$ cat src/rtl/pcb_pkg.sv
`timescale 1ns/1ps
package pcb_pkg;
   localparam int REG_W    = 32;
   localparam int HALF_W   = 16;
   localparam int STRB_W   = REG_W / 8;
   localparam int LOCK_BIT = 15;
   localparam int GRP_SZ   = 16;

   typedef struct packed {
      logic              dir_we;
      logic [STRB_W-1:0] dir_strb;
      logic              glb_we;
      logic [HALF_W-1:0] glb_data;
   } pin_wr_t;
endpackage

$ cat src/rtl/pcb_decode.sv
`timescale 1ns/1ps
module pcb_decode #(
   parameter int NUM_PINS   = 32,
   parameter int ADDR_W     = 8,
   parameter bit BYTE_LANES = 1'b1
) (
   input  logic                       clk,
   input  logic                       rst_n,
   input  logic                       bus_valid,
   input  logic                       bus_write,
   input  logic [ADDR_W-1:0]          bus_addr,
   input  logic [pcb_pkg::REG_W-1:0]  bus_wdata,
   input  logic [pcb_pkg::STRB_W-1:0] bus_strb,
   output pcb_pkg::pin_wr_t           cmd [NUM_PINS],
   output logic                       rd_hit,
   output logic [$clog2(NUM_PINS)-1:0] rd_idx
);
   import pcb_pkg::*;

   localparam int WORD_W = ADDR_W - 2;
   localparam int NGRP   = NUM_PINS / GRP_SZ;
   localparam int IDX_W  = $clog2(NUM_PINS);
   localparam logic [WORD_W-1:0] PIN_LIM = WORD_W'(NUM_PINS);
   localparam logic [WORD_W-1:0] GLB_LIM = WORD_W'(NUM_PINS + NGRP);

   if (NUM_PINS < GRP_SZ || (NUM_PINS % GRP_SZ) != 0) begin : g_chk_pins
      $error("NUM_PINS must be a positive multiple of the group size");
   end
   if ((NUM_PINS + NGRP) * 4 > (1 << ADDR_W)) begin : g_chk_addr
      $error("ADDR_W too small for the register map");
   end

   logic [WORD_W-1:0] word;
   logic [WORD_W-1:0] grp;
   logic              aligned, wr, full, dir_hit, glb_hit;
   logic [STRB_W-1:0] lane_strb;
   logic [NUM_PINS-1:0] dir_vec, glb_vec;

   assign word    = bus_addr[ADDR_W-1:2];
   assign aligned = (bus_addr[1:0] == 2'b00);
   assign wr      = bus_valid & bus_write & aligned;
   assign full    = &bus_strb;
   assign dir_hit = aligned & (word < PIN_LIM);
   assign glb_hit = aligned & (word >= PIN_LIM) & (word < GLB_LIM);
   assign grp     = word - PIN_LIM;
   assign rd_hit  = dir_hit;
   assign rd_idx  = word[IDX_W-1:0];

   if (BYTE_LANES) begin : g_lanes
      assign lane_strb = bus_strb;
   end else begin : g_word_only
      assign lane_strb = {STRB_W{full}};
   end

   for (genvar p = 0; p < NUM_PINS; p++) begin : g_pin
      assign dir_vec[p] = wr & dir_hit & (word == WORD_W'(p)) & (|lane_strb);
      assign glb_vec[p] = wr & full & glb_hit & (grp == WORD_W'(p / GRP_SZ))
                        & bus_wdata[HALF_W + (p % GRP_SZ)];
      assign cmd[p].dir_we   = dir_vec[p];
      assign cmd[p].dir_strb = lane_strb;
      assign cmd[p].glb_we   = glb_vec[p];
      assign cmd[p].glb_data = bus_wdata[HALF_W-1:0];
   end

   // a direct write never reaches more than one register
   p_dir_single_r2: assert property (@(posedge clk) disable iff (!rst_n)
      $onehot0(dir_vec));
   // a narrow strobe on a broadcast address selects nothing
   p_glb_narrow_r7: assert property (@(posedge clk) disable iff (!rst_n)
      (bus_valid && bus_write && bus_strb != '1) |-> (glb_vec == '0));
   // one broadcast reaches at most one group
   p_glb_group_r5: assert property (@(posedge clk) disable iff (!rst_n)
      $countones(glb_vec) <= GRP_SZ);
   // misaligned accesses never produce a write
   p_misalign_r8: assert property (@(posedge clk) disable iff (!rst_n)
      (bus_addr[1:0] != 2'b00) |-> (dir_vec == '0 && glb_vec == '0));
endmodule

$ cat src/rtl/pcb_pin_reg.sv
`timescale 1ns/1ps
module pcb_pin_reg (
   input  logic                      clk,
   input  logic                      rst_n,
   input  pcb_pkg::pin_wr_t          cmd,
   input  logic [pcb_pkg::REG_W-1:0] wdata,
   output logic [pcb_pkg::REG_W-1:0] q
);
   import pcb_pkg::*;

   logic locked;
   assign locked = q[LOCK_BIT];

   always_ff @(posedge clk) begin
      if (!rst_n) begin
         q <= '0;
      end else if (!locked) begin
         if (cmd.dir_we) begin
            for (int b = 0; b < STRB_W; b++) begin
               if (cmd.dir_strb[b]) q[8*b +: 8] <= wdata[8*b +: 8];
            end
         end else if (cmd.glb_we) begin
            q[HALF_W-1:0] <= cmd.glb_data;
         end
      end
   end

   // a locked register never changes
   p_lock_hold_r6: assert property (@(posedge clk) disable iff (!rst_n)
      locked |=> $stable(q));
   // no write request, no change
   p_idle_hold_r5: assert property (@(posedge clk) disable iff (!rst_n)
      (!cmd.dir_we && !cmd.glb_we) |=> $stable(q));
   // a broadcast writes only the lower halfword
   p_glb_half_r3: assert property (@(posedge clk) disable iff (!rst_n)
      (cmd.glb_we && !cmd.dir_we && !locked) |=>
      (q[REG_W-1:HALF_W] == $past(q[REG_W-1:HALF_W]) &&
       q[HALF_W-1:0] == $past(cmd.glb_data)));
endmodule

$ cat src/rtl/pin_ctl_bank.sv
`timescale 1ns/1ps
module pin_ctl_bank #(
   parameter int NUM_PINS   = 32,
   parameter int ADDR_W     = 8,
   parameter bit BYTE_LANES = 1'b1
) (
   input  logic                         clk,
   input  logic                         rst_n,
   input  logic                         bus_valid,
   input  logic                         bus_write,
   input  logic [ADDR_W-1:0]            bus_addr,
   input  logic [31:0]                  bus_wdata,
   input  logic [3:0]                   bus_strb,
   output logic [31:0]                  bus_rdata,
   output logic [NUM_PINS*16-1:0]       pin_cfg
);
   import pcb_pkg::*;

   localparam int IDX_W = $clog2(NUM_PINS);
   localparam logic [ADDR_W-1:0] MAP_END = ADDR_W'(4 * NUM_PINS);

   pin_wr_t          cmd [NUM_PINS];
   logic [REG_W-1:0] regs [NUM_PINS];
   logic             rd_hit;
   logic [IDX_W-1:0] rd_idx;

   pcb_decode #(
      .NUM_PINS  (NUM_PINS),
      .ADDR_W    (ADDR_W),
      .BYTE_LANES(BYTE_LANES)
   ) decode_i (
      .clk      (clk),
      .rst_n    (rst_n),
      .bus_valid(bus_valid),
      .bus_write(bus_write),
      .bus_addr (bus_addr),
      .bus_wdata(bus_wdata),
      .bus_strb (bus_strb),
      .cmd      (cmd),
      .rd_hit   (rd_hit),
      .rd_idx   (rd_idx)
   );

   for (genvar p = 0; p < NUM_PINS; p++) begin : g_reg
      pcb_pin_reg reg_i (
         .clk  (clk),
         .rst_n(rst_n),
         .cmd  (cmd[p]),
         .wdata(bus_wdata),
         .q    (regs[p])
      );
      assign pin_cfg[p*HALF_W +: HALF_W] = regs[p][HALF_W-1:0];
   end

   always_comb begin
      bus_rdata = '0;
      if (bus_valid && !bus_write && rd_hit) bus_rdata = regs[rd_idx];
   end

   // broadcast and unmapped addresses read as zero
   p_hi_read_zero_r8: assert property (@(posedge clk) disable iff (!rst_n)
      (bus_valid && !bus_write && bus_addr >= MAP_END) |-> (bus_rdata == '0));
   // the pad output agrees with the bus view of the same register
   p_cfg_mirror_r9: assert property (@(posedge clk) disable iff (!rst_n)
      (bus_valid && !bus_write && rd_hit) |->
      (bus_rdata[HALF_W-1:0] == pin_cfg[rd_idx*HALF_W +: HALF_W]));
endmodule

$ cat config.mk
export PLATFORM = sky130hd
export DESIGN_NAME = pin_ctl_bank
export DESIGN_NICKNAME = d
export VERILOG_FILES = /design/src/rtl/pcb_pkg.sv /design/src/rtl/pcb_decode.sv /design/src/rtl/pcb_pin_reg.sv /design/src/rtl/pin_ctl_bank.sv
export SDC_FILE = /design/constraint.sdc
export NUM_CORES = 2
export LEC_CHECK = 0
export ABC_AREA = 1
export BUFFER_PORTS_ARGS = -buffer_cell sky130_fd_sc_hd__buf_2
export CORE_MARGIN = 2
export CORE_UTILIZATION = 35
export CTS_BUF_LIST = sky130_fd_sc_hd__clkbuf_2 sky130_fd_sc_hd__clkbuf_4 sky130_fd_sc_hd__clkbuf_8
export CTS_CLUSTER_DIAMETER = 40
export DETAILED_ROUTE_END_ITERATION = 8
export PLACE_DENSITY_LB_ADDON = 0.1
export SYNTH_ARGS = -nofsm -noshare
export SYNTH_HDL_FRONTEND = slang
export SYNTH_SLANG_ARGS = --single-unit
$ cat constraint.sdc
create_clock -name clk -period 4.6 [get_ports clk]
set_input_delay 0.23 -clock clk [delete_from_list [all_inputs] [get_ports clk]]
set_output_delay 0.23 -clock clk [all_outputs]
set_load 0.01 [all_outputs]
==> summary.md <==
| Metric | Value |
|---|---|
| Met2 Track Usage GR | 47.0% |
| Mux share of post-synthesis cell area | 0% |
| H-tree levels | 4 |
| Syn Std Cell Area | 0.0511 mm² |
| Top cells by area, synth | dfxtp_1, nand2_1, nor2_1 |
| GRT met3 Usage | 6.47% |
| Register area share after synthesis | 40.1% |
| Hold_buf cts | 34 |
| Critical Path End Type | output port |
| Simple-Gate Fraction of Synth Area | 23.7% |
| Row count | 140 |
| Status | finished, final reports clean |
| Initial antenna violation count | 5 |
| Critical Path Fanout Max | 41 |
| Clock skew | 72.5 ps |
| Largest area contributor in the netlist | dfxtp_1 |
| Port bufs | 591 |
| Critical Path RT | 4370 ps |
| Max VDD drop | 0.235 mV |
| Area growth syn-to-layout | 11.1% |
| Hold Startpoint | bus_strb[1] |
| Via count | 50100 |
| Synth Area in Adders | 0% |
| Setup Buffers After CTS | 0 |
| Most flops, register | g.reg_i.q |
| Total number of yosys warnings | 0 |
| Rel. slew slack | 11.2% |
| Worst Hold Class | input pin to register |
| Starting density of the core | 35.2% |
| Setup_tns | 0 ps |
| Synth Instances | 7670 |
| Final Net Count | 7673 |
| Worst Setup Path Type | input pin to output port |
| Largest family of logic cells by synthesized area | simple AND/OR/NAND/NOR gates |
| DPL Wire Length | 161000 µm |
| Setup violators final | 0 |
| Die Y | 386 µm |
| Cell variety after synth | 24 |
| Clk sinks | 1024 |
| Core ar. | 0.145 mm² |
| Die footprint | 0.149 mm² |
| Reg clk slew, reported paths | 60 ps |
| Largest net degree at the start of global routing | 196 |
| RR Startpoint | g_reg[10].reg_i.q[15]$_SDFF_PN0_ |
| Post-synth EDFFs | 0 |
| Critical path origin | bus_addr[3] |
| CTS tree | built |
| Fin crit share | 75.8% |
| Pins over their slew limit | 0 |
| Worst-skew pair later-pin latency | 980 ps |
| Fin cells | 9724 |
| CP Buf/Inv Count | 4 |
| Mapped Nets | 7718 |
| Largest regs | g.reg_i.q: 1024 flops |
| Top delay family on crit path | simple AND/OR/NAND/NOR gates |
| Die Width | 386 µm |
| Async SR Flop Fraction | 0% |
| Worst Path Arrival | 3260 ps |
| RSZ-0062 raised after global routing | false |
| Most common cell in the netlist | nand2_1 |
| Grt ovf | 0 |
| Gpl congestion | 0.914 |
| Post-synthesis compound-gate area fraction | 18.2% |
| Yosys top cell area share | 40.1% |
| Via density | 5.16 |
| I/O pin count | 592 |
| Synth top cells by count | nand2_1, nor2_1, dfxtp_1 |
| DP Cell Count | 9294 |
| GRT Total Usage | 29.8% |
| Root Driver | clkbuf_8 |
| Grt met1 use | 40.2% |
| Crit path time final | 3490 ps |
| Synth Area per Inst | 6.66 µm² |
| Worst Tran Pin Value | 1320 ps |
| Largest register FFs | 1024 |
| Post-cts sizing count | 0 |
| CP max-delay cell | nand2_4 |
| Ys flop type | dfxtp_1 |
| Pwr dens | 364 mW/mm² |
| WL final | 232000 µm |
| Routed len/inst | 23.8 µm |
| DRC errors left | 0 |
| XOR/XNOR Fraction of Synth Area | 0% |
| CP startpoint kind | input pin |
| Max Cap Viol | 0 |
| Total CTS buffers | 210 |
| Fmax | 0.287 GHz |
| Global routing's busiest layer | met2 |
| Routed Antenna Nets | 0 |
| Fraction of layout cells with a size suffix above 1 | 14.9% |
| Synthesized flop and latch total | 1024 |
| Final Hold Fails | 0 |
| Slowest stage delay, CP | 640 ps |
| DRT Pass-1 Iters | 7 |
| Bufs on Longest Clock Path | 3 |
| Vias in the first global route | 45400 |
| First-pass GRT wire length | 326000 µm |
| Pleak | 26.7 nW |
| DR iter-0 viols | 5145 |
| Critical path, cell by cell | buf_2, inv_2, nand2_4, buf_4, o22ai_1, o21ai_0, nand3_1, nor2_1, nor2_1, buf_2 |
## where the power goes
part	switching (mW)	leakage (nW)	internal (mW)
combinational	0.897	15.9	0.173
clock	4.47	2.49	6.22
sequential	0.00312	8.24	8.88
total	5.37	26.7	15.3
## metrics by stage
step           total power [mW]  util (%)  worst slack [ps]  hold slack [ps]  cell area [µm²]
2_1_floorplan              9.59         -              2690              365            51100
3_3_place_gp               10.1      35.6              1180              433            51700
3_5_place_dp               10.1      35.6              1180              436            51700
4_1_cts                    20.8      39.1              1220             84.2            56700
5_1_grt                    21.2      39.1              1140             91.4            56800
6_report                   20.6      39.1              1110             53.2            56800
## worst paths after layout
check             slack, ps                                 end  cells past startpoint
setup / recovery       1110                        bus_rdata[6]                     10
hold / removal           50    g_reg[27].reg_i.q[15]$_SDFF_PN0_                      5
setup reg to reg       1990  g_reg[10].reg_i.q[14]$_SDFFE_PN0P_                      5
hold reg to reg         450  g_reg[13].reg_i.q[19]$_SDFFE_PN0P_                      2
## cell families (layout without fill, tap and decap cells)
logic type	count (synthesis)	count (layout)
AND/OR/NAND/NOR	3006	3006
buffers and inverters	1895	2026
AO/OA/AOI/OAI	1745	1745
flip-flops	1024	1024
other	0	6
## routing by layer
metal | vias up | routed length, µm | share of wire, %
met4 | 8 | 7230 | 3.1
met1 | 23800 | 100000 | 43
met3 | 360 | 20100 | 8.7
li1 | 23800 | - | -
met5 | - | 249 | 0.11
met2 | 2191 | 104000 | 45
## layout by cell type, fill, tap and decap left out, types with 32 or more instances in the layout
| cell | count |
|---|---|
| o21a_1 | 32 |
| a22oi_1 | 63 |
| clkinv_2 | 39 |
| clkbuf_4 | 67 |
| o21ai_1 | 32 |
| a21oi_1 | 679 |
| buf_4 | 82 |
| nand3_1 | 289 |
| o22ai_1 | 240 |
| dfxtp_1 | 1024 |
| nand4_1 | 36 |
| dlygate4sd3_1 | 34 |
| nor2_1 | 1198 |
| o21ai_0 | 699 |
| clkbuf_8 | 249 |
| buf_2 | 590 |
| inv_1 | 890 |
| nand2_1 | 1394 |
## worst min-delay path, cell delays in order
cell and delay, ps:
buf_2 110, inv_1 250, nand3_1 200, nand3_1 80
a21oi_1 120
## final cells by class
cell class	count	area (µm²)
multi-input combinational	4751	21500
timing repair buffer	723	4250
antenna	6	15.0
fill	15500	88400
inverter	915	3440
clock buffer	316	3930
sequential	1024	20500
clock inverter	72	785
tap	1917	2400
Power figures use the tool's default switching activity.
